==> src/rtl/dmachan_pkg.sv <==
package dmachan_pkg;
  localparam int WORD_W   = 32;
  localparam int FIELD_W  = 8;

  // Byte offsets of the mapped words.
  localparam int OFS_CTRL = 'h00;
  localparam int OFS_STAT = 'h04;
  localparam int OFS_CUR  = 'h08;
  localparam int OFS_TAIL = 'h10;

  // Control bit positions.
  localparam int CB_RUN   = 0;
  localparam int CB_TAIL  = 1;
  localparam int CB_SRST  = 2;
  localparam int CB_THR   = 16;
  localparam int CB_DLY   = 24;

  // Status bit positions.
  localparam int SB_HALT  = 0;
  localparam int SB_IDLE  = 1;

  // Interrupt group, shared by status flags and control enables.
  localparam int IRQ_LO   = 12;
  localparam int IRQ_N    = 3;
  localparam int IRQ_HI   = IRQ_LO + IRQ_N - 1;

  typedef enum logic [2:0] {
    SEL_NONE,
    SEL_CTRL,
    SEL_STAT,
    SEL_CUR,
    SEL_TAIL
  } reg_sel_e;
endpackage

==> src/rtl/dmachan_decode.sv <==
module dmachan_decode
  import dmachan_pkg::*;
#(
  parameter int ADDR_W = 6
) (
  input  logic [ADDR_W-1:0] addr,
  output reg_sel_e          sel
);
  localparam int IDX_W = ADDR_W - 2;

  logic [IDX_W-1:0] widx;
  logic             aligned;

  assign widx    = addr[ADDR_W-1:2];
  assign aligned = (addr[1:0] == 2'b00);

  always_comb begin
    sel = SEL_NONE;
    if (aligned) begin
      if (widx == IDX_W'(OFS_CTRL >> 2))      sel = SEL_CTRL;
      else if (widx == IDX_W'(OFS_STAT >> 2)) sel = SEL_STAT;
      else if (widx == IDX_W'(OFS_CUR >> 2))  sel = SEL_CUR;
      else if (widx == IDX_W'(OFS_TAIL >> 2)) sel = SEL_TAIL;
    end
  end
endmodule

==> src/rtl/dmachan_ctrl.sv <==
module dmachan_ctrl
  import dmachan_pkg::*;
#(
  parameter int RST_THRESH = 1
) (
  input  logic              clk,
  input  logic              rst_n,
  input  logic              wr,
  input  logic              rd,
  input  logic [WORD_W-1:0] wdata,
  output logic [WORD_W-1:0] ctrl_q,
  output logic              run_start,
  output logic              reload_q
);
  localparam logic [WORD_W-1:0] RST_VAL =
    WORD_W'(RST_THRESH % (1 << FIELD_W)) << CB_THR;

  logic [WORD_W-1:0] ctrl_d;
  logic              ctrl_en;

  // Next state: writes force tail mode and keep a pending soft reset;
  // a read clears the soft-reset bit after it has been returned.
  always_comb begin
    ctrl_d  = ctrl_q;
    ctrl_en = wr | rd;
    if (wr) begin
      ctrl_d          = wdata;
      ctrl_d[CB_TAIL] = 1'b1;
      ctrl_d[CB_SRST] = wdata[CB_SRST] | ctrl_q[CB_SRST];
    end else if (rd) begin
      ctrl_d[CB_SRST] = 1'b0;
    end
  end

  assign run_start = wr & wdata[CB_RUN] & ~(wdata[CB_SRST] | ctrl_q[CB_SRST]);

  always_ff @(posedge clk or negedge rst_n) begin
    if (!rst_n) begin
      ctrl_q <= RST_VAL;
    end else if (ctrl_en) begin
      ctrl_q <= ctrl_d;
    end
  end

  always_ff @(posedge clk or negedge rst_n) begin
    if (!rst_n) begin
      reload_q <= 1'b0;
    end else begin
      reload_q <= run_start;
    end
  end


  tail_mode_forced_chk: assert property (@(posedge clk) disable iff (!rst_n)
    wr |=> ctrl_q[CB_TAIL]);


  srst_sticky_chk: assert property (@(posedge clk) disable iff (!rst_n)
    (ctrl_q[CB_SRST] && !rd) |=> ctrl_q[CB_SRST]);


  srst_read_clear_chk: assert property (@(posedge clk) disable iff (!rst_n)
    (rd && !wr) |=> !ctrl_q[CB_SRST]);


  reload_needs_run_chk: assert property (@(posedge clk) disable iff (!rst_n)
    $rose(reload_q) |-> $past(wr && wdata[CB_RUN]));
endmodule

==> src/rtl/dmachan_stat.sv <==
module dmachan_stat
  import dmachan_pkg::*;
(
  input  logic              clk,
  input  logic              rst_n,
  input  logic              wr,
  input  logic [IRQ_N-1:0]  clr_mask,
  input  logic              run_start,
  input  logic              tail_wr,
  input  logic              halt_set,
  input  logic              idle_set,
  input  logic [IRQ_N-1:0]  irq_set,
  output logic [WORD_W-1:0] stat_q
);
  logic             halt_q, halt_d;
  logic             idle_q, idle_d;
  logic [IRQ_N-1:0] pend_q, pend_d;
  logic             upd;

  // Flags are cleared by their events, then set pulses override.
  always_comb begin
    halt_d = halt_set | (halt_q & ~run_start);
    idle_d = idle_set | (idle_q & ~(run_start | tail_wr));
    upd    = wr | run_start | tail_wr | halt_set | idle_set | (|irq_set);
  end

  for (genvar i = 0; i < IRQ_N; i++) begin : g_pend
    always_comb begin
      pend_d[i] = irq_set[i] | (pend_q[i] & ~(wr & clr_mask[i]));
    end
  end

  always_ff @(posedge clk or negedge rst_n) begin
    if (!rst_n) begin
      halt_q <= 1'b1;
      idle_q <= 1'b0;
      pend_q <= '0;
    end else if (upd) begin
      halt_q <= halt_d;
      idle_q <= idle_d;
      pend_q <= pend_d;
    end
  end

  always_comb begin
    stat_q                = '0;
    stat_q[SB_HALT]       = halt_q;
    stat_q[SB_IDLE]       = idle_q;
    stat_q[IRQ_HI:IRQ_LO] = pend_q;
  end


  halt_only_by_pulse_chk: assert property (@(posedge clk) disable iff (!rst_n)
    $rose(halt_q) |-> $past(halt_set));


  idle_only_by_pulse_chk: assert property (@(posedge clk) disable iff (!rst_n)
    $rose(idle_q) |-> $past(idle_set));


  run_clears_halt_chk: assert property (@(posedge clk) disable iff (!rst_n)
    (run_start && !halt_set) |=> !halt_q);


  w1c_done_chk: assert property (@(posedge clk) disable iff (!rst_n)
    (wr && clr_mask[0] && !irq_set[0]) |=> !pend_q[0]);


  set_wins_chk: assert property (@(posedge clk) disable iff (!rst_n)
    irq_set[2] |=> pend_q[2]);
endmodule

==> src/rtl/dmachan_ptr.sv <==
module dmachan_ptr #(
  parameter int DESC_W = 32
) (
  input  logic              clk,
  input  logic              rst_n,
  input  logic              wr,
  input  logic [DESC_W-1:0] wdata,
  output logic [DESC_W-1:0] ptr_q
);
  logic [DESC_W-1:0] ptr_d;

  always_comb begin
    ptr_d = wr ? wdata : ptr_q;
  end

  always_ff @(posedge clk or negedge rst_n) begin
    if (!rst_n) begin
      ptr_q <= '0;
    end else if (wr) begin
      ptr_q <= ptr_d;
    end
  end
endmodule

==> src/rtl/dma_chan_regs.sv <==
module dma_chan_regs
  import dmachan_pkg::*;
#(
  parameter int ADDR_W     = 6,
  parameter int DESC_W     = 32,
  parameter int RST_THRESH = 1
) (
  input  logic               clk,
  input  logic               rst_n,
  input  logic               reg_wr_en,
  input  logic               reg_rd_en,
  input  logic [ADDR_W-1:0]  reg_addr,
  input  logic [31:0]        reg_wdata,
  output logic [31:0]        reg_rdata,
  output logic               mv_run,
  output logic               mv_soft_reset,
  output logic               mv_tail_strobe,
  output logic               mv_count_reload,
  output logic [7:0]         mv_cmpl_thresh,
  output logic [7:0]         mv_delay_tmo,
  output logic [DESC_W-1:0]  mv_cur_desc,
  output logic [DESC_W-1:0]  mv_tail_desc,
  input  logic               mv_halt_set,
  input  logic               mv_idle_set,
  input  logic               mv_done_set,
  input  logic               mv_delay_set,
  input  logic               mv_err_set,
  input  logic [7:0]         mv_live_count,
  input  logic [7:0]         mv_live_timer,
  output logic               irq
);
  reg_sel_e          sel;
  logic              wr_ctrl, wr_stat, wr_cur, wr_tail, rd_ctrl;
  logic [WORD_W-1:0] ctrl_q, stat_q;
  logic              run_start;
  logic [WORD_W-1:0] rdata_d, rdata_q;
  logic              tail_pls_d, tail_pls_q;

  dmachan_decode #(.ADDR_W(ADDR_W)) u_dec (
    .addr (reg_addr),
    .sel  (sel)
  );

  assign wr_ctrl = reg_wr_en & (sel == SEL_CTRL);
  assign wr_stat = reg_wr_en & (sel == SEL_STAT);
  assign wr_cur  = reg_wr_en & (sel == SEL_CUR);
  assign wr_tail = reg_wr_en & (sel == SEL_TAIL);
  assign rd_ctrl = reg_rd_en & (sel == SEL_CTRL);

  dmachan_ctrl #(.RST_THRESH(RST_THRESH)) u_ctrl (
    .clk       (clk),
    .rst_n     (rst_n),
    .wr        (wr_ctrl),
    .rd        (rd_ctrl),
    .wdata     (reg_wdata),
    .ctrl_q    (ctrl_q),
    .run_start (run_start),
    .reload_q  (mv_count_reload)
  );

  dmachan_stat u_stat (
    .clk       (clk),
    .rst_n     (rst_n),
    .wr        (wr_stat),
    .clr_mask  (reg_wdata[IRQ_HI:IRQ_LO]),
    .run_start (run_start),
    .tail_wr   (wr_tail),
    .halt_set  (mv_halt_set),
    .idle_set  (mv_idle_set),
    .irq_set   ({mv_err_set, mv_delay_set, mv_done_set}),
    .stat_q    (stat_q)
  );

  dmachan_ptr #(.DESC_W(DESC_W)) u_cur (
    .clk   (clk),
    .rst_n (rst_n),
    .wr    (wr_cur),
    .wdata (reg_wdata[DESC_W-1:0]),
    .ptr_q (mv_cur_desc)
  );

  dmachan_ptr #(.DESC_W(DESC_W)) u_tail (
    .clk   (clk),
    .rst_n (rst_n),
    .wr    (wr_tail),
    .wdata (reg_wdata[DESC_W-1:0]),
    .ptr_q (mv_tail_desc)
  );

  // Tail strobe to the mover, one cycle after the write.
  assign tail_pls_d = wr_tail;

  always_ff @(posedge clk or negedge rst_n) begin
    if (!rst_n) begin
      tail_pls_q <= 1'b0;
    end else begin
      tail_pls_q <= tail_pls_d;
    end
  end

  // Read mux; the control word carries the live counter values on top.
  always_comb begin
    unique case (sel)
      SEL_CTRL: rdata_d = {mv_live_timer, mv_live_count, ctrl_q[15:0]};
      SEL_STAT: rdata_d = stat_q;
      SEL_CUR:  rdata_d = WORD_W'(mv_cur_desc);
      SEL_TAIL: rdata_d = WORD_W'(mv_tail_desc);
      default:  rdata_d = '0;
    endcase
  end

  always_ff @(posedge clk or negedge rst_n) begin
    if (!rst_n) begin
      rdata_q <= '0;
    end else if (reg_rd_en) begin
      rdata_q <= rdata_d;
    end
  end

  assign reg_rdata       = rdata_q;
  assign mv_tail_strobe  = tail_pls_q;
  assign mv_run          = ctrl_q[CB_RUN];
  assign mv_soft_reset   = ctrl_q[CB_SRST];
  assign mv_cmpl_thresh  = ctrl_q[CB_THR +: FIELD_W];
  assign mv_delay_tmo    = ctrl_q[CB_DLY +: FIELD_W];
  assign irq             = |(stat_q[IRQ_HI:IRQ_LO] & ctrl_q[IRQ_HI:IRQ_LO]);


  tail_strobe_chk: assert property (@(posedge clk) disable iff (!rst_n)
    wr_tail |=> mv_tail_strobe);


  tail_strobe_one_chk: assert property (@(posedge clk) disable iff (!rst_n)
    (mv_tail_strobe && !wr_tail) |=> !mv_tail_strobe);


  unmapped_zero_chk: assert property (@(posedge clk) disable iff (!rst_n)
    (reg_rd_en && sel == SEL_NONE) |=> (reg_rdata == '0));


  rdata_hold_chk: assert property (@(posedge clk) disable iff (!rst_n)
    !reg_rd_en |=> $stable(reg_rdata));
endmodule

==> config.mk <==
export PLATFORM = sky130hd
export DESIGN_NAME = dma_chan_regs
export DESIGN_NICKNAME = d
export VERILOG_FILES = /design/src/rtl/dmachan_pkg.sv /design/src/rtl/dmachan_decode.sv /design/src/rtl/dmachan_ctrl.sv /design/src/rtl/dmachan_stat.sv /design/src/rtl/dmachan_ptr.sv /design/src/rtl/dma_chan_regs.sv
export SDC_FILE = /design/constraint.sdc
export NUM_CORES = 1
export LEC_CHECK = 0
export BUFFER_PORTS_ARGS = -buffer_cell sky130_fd_sc_hd__buf_2
export CORE_MARGIN = 8
export CORE_UTILIZATION = 46
export DETAILED_ROUTE_END_ITERATION = 10
export GPL_ROUTABILITY_DRIVEN = 0
export PLACE_DENSITY = 0.77
export SYNTH_ARGS = -nofsm -noshare
export SYNTH_HDL_FRONTEND = slang
export SYNTH_SLANG_ARGS = --single-unit
==> constraint.sdc <==
create_clock -name clk -period 1 [get_ports clk]
set_input_delay 0.15 -clock clk [delete_from_list [all_inputs] [get_ports clk]]
set_output_delay 0.15 -clock clk [all_outputs]
set_load 0.05 [all_outputs]
# == After elaboration in Yosys (flattened, before gate mapping) ==
# Index checks and enable logic that the tools add are counted.
# classes
n_eq_ne,7
muxes,8
bitwise,35
n_reduce_logical,7
# op_table
operator,n
32-bit one-hot mux with 4 select lines,1
1-bit bitwise AND,15
3-bit two-way mux,5
1-bit OR,13
3-bit by 2-bit == test with 1-bit output (second input constant),2
1-bit NOT,6
3-bit OR reduction,2
4-bit by 1-bit == test with 1-bit output (second input constant),1
4-bit by 2-bit == test with 1-bit output (second input constant),1
4-bit by 3-bit == test with 1-bit output (second input constant),1
4-bit logical NOT,1
2-bit AND reduction,2
3-bit bitwise AND,1
3-bit by 1-bit == test with 1-bit output (second input constant),1
3-bit == test (second input constant),1
2-bit logical NOT,1
1-bit two-way mux,2
2-bit nonzero test,1
# totals
regBits,135
wordCells,67

# == Depth between registers and ports, before layout ==
# Gate-level depths: netlist (run 1).
# logic_depth
depth_word,15
depth_mapped,5
ltp_nobuf,3

# == Hierarchy ==
# A second synthesis (run 1) with hierarchy kept.
# unflattened
cells_unflattened,497
hier_area_um2,6796.5
# modules_own_cells
module,instances,cells_each,area_per_inst_um2,seq_area_each_um2
dmachan_ptr,2,68,1345.0,800.8
dma_chan_regs,1,236,2303.5,825.8
dmachan_ctrl,1,74,1351.3,827.0
dmachan_stat,1,45,404.1,126.4
dmachan_decode,1,6,47.5,0.0

# == Worst setup path before layout (run 1) ==
# No wires, ideal clock.
# synth_timing
path_type,input -> register
start,in reg_addr[1]
end,reg u_ctrl.ctrl_q[25]
arrival_ns,1.319
required_time_ns,0.873
setup_slack_ns,-0.446
path_stages,4
n_path_buf,1
cell_sequence,nor4_4 -> nand3_1 -> buf_1 -> mux2_1
# synth_between
elab_chain_len,6
elab_cells_between_ends,7
# synth_rtl
element,line_no,source
start: declaration,dma_chan_regs.sv:12,"input logic [ADDR_W-1:0] reg_addr,"
2-bit logical NOT (*),dmachan_decode.sv:15,assign aligned = (addr[1:0] == 2'b00);
3-bit two-way mux (*),dmachan_decode.sv:19,if (aligned) begin
3-bit by 1-bit == test with 1-bit output (*),"dma_chan_regs.sv:44, dma_chan_regs.sv:48",
1-bit bitwise AND (on tied branches),"dma_chan_regs.sv:44, dma_chan_regs.sv:48",
1-bit OR,dmachan_ctrl.sv:25,ctrl_en = wr | rd;
2-bit AND reduction (no source line) (*),n/a,
end signal: assignment,dmachan_ctrl.sv:41,ctrl_q <= ctrl_d;
end: declaration,dmachan_ctrl.sv:11,"output logic [WORD_W-1:0] ctrl_q,"
# Every way passes the cells marked *; elsewhere a longest branch is shown, timed or not.
# A chain may end at the register's enable or synchronous reset.

# == Worst setup path in the final report (run 1) ==
# layout_timing
start,reg u_stat.pend_q[2]
end,out irq
# layout_between
elab_chain_len,2
# layout_rtl
element,line_no,source
start: declaration,dmachan_stat.sv:17,"logic [IRQ_N-1:0] pend_q, pend_d;"
start signal: assignment,dmachan_stat.sv:41,pend_q <= pend_d;
3-bit bitwise AND,dma_chan_regs.sv:126,assign irq = |(stat_q[IRQ_HI:IRQ_LO] & ctrl_q[IRQ_HI:IRQ_LO]);
3-bit OR reduction,dma_chan_regs.sv:126,
end: declaration,dma_chan_regs.sv:30,output logic irq
# No other way between the ends.

==> results of run 1 <==
-- worst max-delay path, delay by kind of cell (launching register included) --
kind,cells,cell delay (ns)
AOI/OAI and AO/OA,1,0.41
buffers and inverters,2,0.24
DFF,1,0.40
-- power by group --
| group | leakage (nW) | total [W] | internal (W) | switching, W |
|---|---|---|---|---|
| clock network | 0.312 | 0.00689 | 0.00436 | 0.00252 |
| logic | 3.15 | 0.00564 | 0.00243 | 0.00320 |
| registers | 1.78 | 0.00654 | 0.00601 | 0.000529 |
-- metrics by stage --
| step | power, W | setup TNS (ns) | area [sq um] |
|---|---|---|---|
| 2_1_floorplan | 0.00887 | -37.97 | 6040 |
| 3_3_place_gp | 0.00993 | -63.08 | 7430 |
| 3_5_place_dp | 0.0100 | -68.35 | 7430 |
| 4_1_cts | 0.0183 | -20.24 | 10200 |
| 5_1_grt | 0.0195 | -31.40 | 11100 |
| 6_report | 0.0191 | -26.98 | 11100 |
-- kinds of logic (layout without fill, tap and decap cells) --
family | after synthesis | count (layout) | share of synthesized area [%]
flops | 135 | 135 | 56.9
simple gates | 117 | 117 | 10.5
mux | 94 | 94 | 17.8
compound gates | 79 | 79 | 9.84
buf+inv | 60 | 430 | 4.91
other cells | 0 | 3 | 0
-- path summary, 6_finish.rpt --
kind | startpoint | end | cells after the start
max in group asynchronous | rst_n | u_cur.ptr_q[14] | 3
min in group asynchronous | rst_n | reg_rdata[19] | 2
setup reg to reg | u_stat.pend_q[2] | reg_rdata[14] | 5
hold reg to reg | u_ctrl.ctrl_q[1] | u_ctrl.ctrl_q[1] | 1
setup / recovery | u_stat.pend_q[2] | irq | 3
hold / removal | mv_live_timer[7] | reg_rdata[31] | 3
-- layout make-up --
| class | instances | area (sq um) |
|---|---|---|
| timing repair buffer | 394 | 3870 |
| sequential | 135 | 3390 |
| multi-input combinational | 290 | 2950 |
| fill | 516 | 1540 |
| clock buffer | 20 | 467 |
| tap | 172 | 215 |
| clock inverter | 12 | 173 |
| inverter | 4 | 15.0 |
| antenna | 3 | 7.51 |
-- cells in the final DEF (no fill, tap or decap), types with 15 or more instances in the layout --
cell	n
buf_6	140
dfrtp_1	129
buf_4	114
mux2_2	59
buf_2	58
dlygate4sd3_1	44
nand3_1	43
mux2_4	35
nand2_1	32
clkbuf_16	22
a32oi_1	21
buf_12	18
a31oi_4	17
buf_8	15
-- state kept, by name, indices dropped and copies added (netlist names) --
signal / count
u_cur.ptr_q: 32
u_ctrl.reload_q: 1
mv_tail_strobe: 1
reg_rdata: 32
u_tail.ptr_q: 32
u_stat.halt_q: 1
u_ctrl.ctrl_q: 32
u_stat.pend_q: 3
u_stat.idle_q: 1
-- routing by layer --
metal | GRT usage [%] | part of all wire [%] | routed length [um] | vias up
met4 | 16.7 | 6.1 | 1780 | 0
met5 | 1.54 | 0 | 0 | -
met3 | 9.29 | 9.1 | 2640 | 150
met1 | 32.4 | 35 | 10200 | 3189
met2 | 50.6 | 49 | 14300 | 513
li1 | - | - | - | 2519
-- what timing repair did --
action	in CTS	in global routing
hold buffers	44	0
endpoints found under the hold margin	215	0
setup buffers	72	34
gates cloned	4	6
pin swaps	31	64
setup endpoints to repair	215	230
resized for setup	329	95
==> results_dict.tcl, run 1 <==
set metrics [dict create \
    run_status "complete, but fails checks" \
    violations "negative setup slack" \
    vdd_drop_max_uv 1340 \
    synth_cells 485 \
    synth_top_area_share_pct 56.1 \
    grt-ovfl-total 0 \
    cts_buffers 17 \
    end_kind "output pin" \
    coreArea_sq_mm 0.0126 \
    first_pass_iters 5 \
    worst_slack_ns -0.636 \
    fin_crit_sh_pct 164 \
    cpMaxStageDelayCell "a222oi_1" \
    cp_max_fo 2 \
    crit_arrival_ns 1.49 \
    grt_max_degree 34 \
    vias_per_cell 6.19 \
    rrSetupSlack_ns -0.22 \
    ant_nets 0 \
    critPathMaxStageDelay_ns 0.41 \
    drtIter0Drc 565 \
    min_path_type "in2reg" \
    areaGrowthSynthToFinish_pct 86.7 \
    slew_headroom_pct 76.0 \
    finalNetCount 905 \
    slew_violations 0 \
    synth_common_cells "dfrtp_1, nand3_1, mux2_2" \
    yosys.area.top_type "dfrtp_1" \
    ys_types 31 \
    utilization_pct 87.8 \
    max_cap_viol_count 0 \
    pin_count 180 \
    synth-edff-count 0 \
    routed_wl_um 29000 \
    drive_gt1_share_pct 63.5 \
    rsz0062_at_grt "yes" \
    fp-row-count 41 \
    hold_viol_final 0 \
    tightest_slew_ns 0.360 \
    numPortBuffers 179 \
    clk_pin_slew_ns 0.05 \
    power_leakage_nw 5.24 \
    num_vias 6371 \
    cts-root-buf "clkbuf_16" \
    startpoint_type "flip-flop" \
    syn_nets 548 \
    clkSinkCount 135 \
    synth-seq-area-share_pct 56.9 \
    worstSkewPairLatency_ns 0.43 \
    die_h_um 130 \
    path_cells "a222oi_1, inv_2, buf_6" \
    wl_per_cell_um 28.2 \
    syn_area_sq_mm 0.00594 \
    grt_pass1_vias 6662 \
    async_flop_share_pct 100 \
    die_width_um 130 \
    yosys_warnings 0 \
    antenna_found_initial 2 \
    ys_seq_elements 135 \
    hpwlAfterDp_um 13300 \
    ys.flop_type "dfrtp_1" \
    synth_area_per_cell_sq_um 12.2 \
    place_inst 843 \
    start_util_pct 47.0 \
    grt_pass1_wl_um 37600 \
    drc 0 \
    htree_levels 4 \
    p_per_area_mw_per_mm2 1720 \
    cts_tree "done" \
    setup_viol 212 \
    fin_cells 1030 \
    fmax_mhz 611 \
    min_period_ns 1.64 \
    track_usage_pct 29.8 \
    cts_buffer_depth 2 \
    die_area_sq_mm 0.0168 \
    crit_type "reg2out" \
    synth.most_common_cell "dfrtp_1" \
    hold_ws_ns 0.0232 \
    final.setup_skew_ns 0.00897 \
    synth.top_cells.by_area "dfrtp_1, mux2_2, mux2_1" \
    pre_cts_ws_ns -0.603 \
    required_ns 0.85 \
]
Power figures use the tool's default switching activity.
==> inputs of run 2 (changes only) <==
Settings changed: CORE_UTILIZATION 46 to 31, PLACE_DENSITY 0.77 to 0.56, SLEW_MARGIN set to 20.
==> run 2 against run 1 <==
Against the previous run: cell area down 4.4%; die area up 42%; sequential share of layout area up 1.4 points; first-iteration DRC count down 41%; hold slack worse by 0.0039 ns; via count down 13%; the flow still finishes with violations (negative setup slack); critical path type unchanged; non-clock buffer count down 35; clock skew down 0.0018 ns; register-to-register slack better by 0.06 ns.
==> results_dict.tcl, run 2 (synthesis gave the netlist of run 1 again) <==
set metrics [dict create \
    routed_wl_um 23700 \
    dr.max_layer_used "met4" \
    grt_pass1_wl_um 35200 \
    cp_max_fo 2 \
    clk_pin_slew_ns 0.06 \
    power_leakage_nw 5.08 \
    internal_power_w 0.0126 \
    place_inst 895 \
    grt_max_degree 35 \
    p_sw_share_pct 31.6 \
    startpoint_type "flip-flop" \
    dr_wl_met3_um 1940 \
    areaGrowthSynthToFinish_pct 78.5 \
    die_h_um 154 \
    p_switching_w 0.00579 \
    fmax_mhz 628 \
    n_fill_cell 1512 \
    finalNetCount 870 \
    holdPathStages 2 \
    hold_viol_final 0 \
    dr_wl_met2_um 11200 \
    slew_headroom_pct 76.9 \
    r2r_cells 5 \
    track_usage_pct 19.2 \
    start_util_pct 31.6 \
    setup_viol 232 \
    end_kind "output pin" \
    max_cap_viol_count 0 \
    fp-row-count 50 \
    pin_count 180 \
    fin_crit_sh_pct 159 \
    hold_ws_ns 0.0193 \
    grt_pass1_vias 5961 \
    htree_levels 4 \
    p_per_area_mw_per_mm2 1730 \
    rrSetupSlack_ns -0.16 \
    wl_per_cell_um 22.5 \
    vias_per_cell 5.27 \
    first_pass_iters 5 \
    ant_nets 0 \
    slew_violations 0 \
    drtIter0Drc 331 \
    numPortBuffers 179 \
    fin_cells 1055 \
    coreArea_sq_mm 0.0188 \
    num_vias 5558 \
    die_area_sq_mm 0.0238 \
    met1_length_um 10100 \
    p_comb_share_pct 28.2 \
    hold_end "u_ctrl.ctrl_q[24]" \
    place_area_sq_mm 0.00742 \
    p_clk_share_pct 36.6 \
    fin_area_sq_mm 0.0106 \
    cts_buffers 17 \
    cpMaxStageDelayCell "dfrtp_1" \
    worstReg2RegEnd "reg_rdata[14]" \
    hpwlAfterDp_um 14200 \
    hp-start "reg_wdata[24]" \
    final.setup_skew_ns 0.00716 \
    vdd_drop_max_uv 1140 \
    die_width_um 154 \
    critPathMaxStageDelay_ns 0.39 \
    tightest_slew_ns 0.346 \
    cts_buffer_depth 2 \
    rr_startpoint "u_stat.pend_q[2]" \
    mostFrequentLayoutCell "buf_6" \
    drive_gt1_share_pct 60.6 \
    min_period_ns 1.59 \
    clkSinkCount 135 \
    p_seq_share_pct 35.2 \
    violations "negative setup slack" \
    run_status "complete, but fails checks" \
    mostFrequentLayoutCells "buf_6, dfrtp_1, buf_4" \
    rsz0062_at_grt "yes" \
    cts_tree "done" \
    min_path_type "in2reg" \
    path_cells "a222oi_1, inv_2, buf_6" \
    crit_type "reg2out" \
    drc 0 \
    worstSkewPairLatency_ns 0.41 \
    crit_arrival_ns 1.44 \
    required_ns 0.85 \
    cts-root-buf "clkbuf_16" \
    grt-ovfl-total 0 \
    antenna_found_initial 1 \
    worst_slack_ns -0.593 \
]
-- run 2: cell types whose count changed in the layout (fill, tap and decap cells not counted), sizes merged --
cell / change
buf: -18
dlygate4sd3: -15
clkbuf: -4
diode: -2
clkinv: +1
inv: +1
-- run 2: worst max-delay path by stage --
stage                      startpoint              end
floorplan                 reg_addr[4]  u_cur.ptr_q[10]
global placement          reg_addr[4]    u_stat.idle_q
detailed placement        reg_addr[4]    u_stat.idle_q
CTS                 u_ctrl.ctrl_q[14]              irq
global route         u_stat.pend_q[2]              irq
finish               u_stat.pend_q[2]              irq
-- run 2: power groups by stage --
stage / sequential [W] / combinational [W] / clock (W)
after CTS: 0.00644 / 0.00492 / 0.00683
after global routing: 0.00651 / 0.00538 / 0.00710
after global placement: 0.00646 / 0.00351 / 0
after floorplan: 0.00771 / 0.00116 / 0
after detailed placement: 0.00648 / 0.00357 / 0
final: 0.00646 / 0.00517 / 0.00671
-- run 2: layer usage --
metal  track usage (%)  vias to the layer above
li1                  -                     2448
met3              6.19                       38
met5                 0                        -
met2              30.8                      273
met4              5.83                        0
met1              24.2                     2799
-- run 2: worst max-delay path: cells and delay by family, from the launching register on --
family	cells	cell delay [ns]
flops	1	0.39
buf+inv	2	0.27
compound gates	1	0.37
-- run 2: area by class of cell --
type                       instances  area [sq um]  area share, %
clock buffer                      18           439           4.14
sequential                       135          3390           31.9
clock inverter                    14           198           1.86
inverter                           4          15.0          0.142
multi-input combinational        290          2680           25.3
antenna                            1          2.50         0.0236
tap                              234           293           2.76
timing repair buffer             359          3590           33.9
-- run 2: per-stage QoR --
stage          TNS, ns  worst slack [ns]  util [%]  power [W]
6_report        -26.72            -0.593      56.5     0.0183
5_1_grt         -33.89            -0.678      56.5     0.0190
4_1_cts         -27.14            -0.597      54.8     0.0182
3_5_place_dp    -62.50            -0.566      39.6     0.0100
3_3_place_gp    -60.23            -0.571      39.6    0.00997
2_1_floorplan   -37.97            -0.375         -    0.00887
-- run 2: repair_timing --
action	CTS	global route
setup endpoints to repair	205	250
gates resized for setup	332	63
setup buffers	71	31
gates cloned	10	2
hold buffers	29	0
pin swaps	28	33
hold endpoints to repair	188	0
==> inputs of run 3 (changes only) <==
Settings changed: BUFFER_PORTS_ARGS -buffer_cell sky130_fd_sc_hd__buf_2 to -buffer_cell sky130_fd_sc_hd__clkbuf_2.
==> run 3 against run 2 <==
Against the previous run: the flow still finishes with violations (negative setup slack); critical path depth unchanged; total power increased by 2.6%; first-iteration DRC count increased by 17%; routed wire length increased by 14%; critical path type unchanged.
==> results_dict.tcl, run 3 (synthesis gave the netlist of run 1 again) <==
set metrics [dict create \
    htree_levels 4 \
    crit_type "reg2out" \
    fp-row-count 50 \
    startpoint_type "flip-flop" \
    mostFrequentLayoutCell "dfrtp_1" \
    fmax_mhz 613 \
    wl_per_cell_um 24.7 \
    hold_viol_final 0 \
    areaGrowthSynthToFinish_pct 98.3 \
    utilization_pct 62.7 \
    internal_power_w 0.0128 \
    clkSinkCount 135 \
    p_comb_share_pct 31.6 \
    cts_buffers 17 \
    finalNetCount 911 \
    p_switching_w 0.00605 \
    total_power_w 0.0188 \
    min_path_type "in2reg" \
    drive_gt1_share_pct 64.1 \
    hold_ws_ns 0.0243 \
    grt_pass1_wl_um 39100 \
    drc 0 \
    cts_buffer_depth 2 \
    pin_count 180 \
    cts_tree "done" \
    power_leakage_nw 5.49 \
    p_sw_share_pct 32.2 \
    coreArea_sq_mm 0.0188 \
    grt_pass1_vias 6497 \
    p_per_area_mw_per_mm2 1600 \
    num_vias 5958 \
    routed_wl_um 27100 \
    crit_arrival_ns 1.48 \
    busiest_layer "met2" \
    vdd_drop_max_uv 1130 \
    die_width_um 154 \
    violations "negative setup slack" \
    cp_max_fo 2 \
    numPortBuffers 179 \
    slew_headroom_pct 76.6 \
    n_antenna_cell 0 \
    end_kind "output pin" \
    grt-ovfl-total 0 \
    run_status "complete, but fails checks" \
    rsz0062_at_grt "yes" \
    tns_ns -34.82 \
    ant_nets 0 \
    required_ns 0.85 \
    die_area_sq_mm 0.0238 \
    use_met2_pct 36.0 \
    tightest_slew_ns 0.351 \
    vias_per_cell 5.45 \
    drtIter0Drc 388 \
    worstSkewPairLatency_ns 0.42 \
    mostFrequentLayoutCells "dfrtp_1, buf_4, buf_8" \
    worst_slack_ns -0.632 \
    start_util_pct 31.6 \
    setup_viol 249 \
    antenna_found_initial 0 \
    fin_crit_sh_pct 163 \
    track_usage_pct 21.5 \
    clk_pin_slew_ns 0.06 \
    p_seq_share_pct 34.8 \
    slew_violations 0 \
    met1_usage_pct 25.6 \
    die_h_um 154 \
    first_pass_iters 5 \
    min_period_ns 1.63 \
    p_clk_share_pct 33.6 \
    final.setup_skew_ns 0.00641 \
    grt_max_degree 46 \
    hpwlAfterDp_um 13800 \
    cts-root-buf "clkbuf_16" \
    use_met3_pct 5.77 \
    max_cap_viol_count 0 \
]
-- run 3: final timing paths --
path                                          end        startpoint  cells after the start  slack, ns
worst max-delay path                          irq  u_stat.pend_q[2]                      3      -0.63
min in group asynchronous          u_cur.ptr_q[1]             rst_n                      2       0.14
worst min register to register   u_ctrl.ctrl_q[1]  u_ctrl.ctrl_q[1]                      1       0.48
worst max register to register      u_stat.idle_q  u_ctrl.ctrl_q[2]                      3      -0.15
max in group asynchronous        u_tail.ptr_q[21]             rst_n                      3       0.35
worst min-delay path            u_ctrl.ctrl_q[31]     reg_wdata[31]                      2       0.02
-- run 3: area by class of cell --
class	instances	area, sq um
multi-input combinational	290	2880
timing repair buffer	400	4610
fill	1313	7000
inverter	4	15.0
clock buffer	20	467
sequential	135	3390
clock inverter	11	124
tap	234	293
-- run 3: layer usage --
metal / wire length (um) / part of all wire [%] / up-vias
met5: 0 / 0 / -
met4: 763 / 2.8 / 0
met3: 1810 / 6.7 / 56
met2: 13500 / 50 / 313
met1: 11000 / 41 / 3041
li1: - / - / 2548
-- run 3: worst max-delay path, cell delays in order, from the launching register on --
cell	delay, ns
dfrtp_1	0.39
a222oi_1	0.38
inv_2	0.10
clkbuf_16	0.19
-- run 3: stage by stage --
step / std cells / setup slack [ns] / instance area (sq um)
finish: 1094 / -0.632 / 11800
global route: 1094 / -0.697 / 11800
CTS: 1070 / -0.635 / 11200
detailed placement: 893 / -0.534 / 7450
global placement: 893 / -0.484 / 7450
floorplan: 485 / -0.375 / 6040
-- run 3: repair_timing --
| item | 4_1_cts | 5_1_grt |
|---|---|---|
| setup buffers | 89 | 32 |
| hold buffers | 42 | 0 |
| gates resized for setup | 361 | 168 |
| gates cloned | 16 | 0 |
| endpoints found under the setup margin | 187 | 250 |
| endpoints found under the hold margin | 213 | 0 |
| pin swaps | 67 | 28 |
-- run 3: power groups by stage --
stage	sequential, W	clock (W)	combinational, W
final	0.00655	0.00631	0.00595
after global routing	0.00659	0.00673	0.00616
after CTS	0.00642	0.00643	0.00543
after detailed placement	0.00650	0	0.00355
after global placement	0.00647	0	0.00350
after floorplan	0.00771	0	0.00116
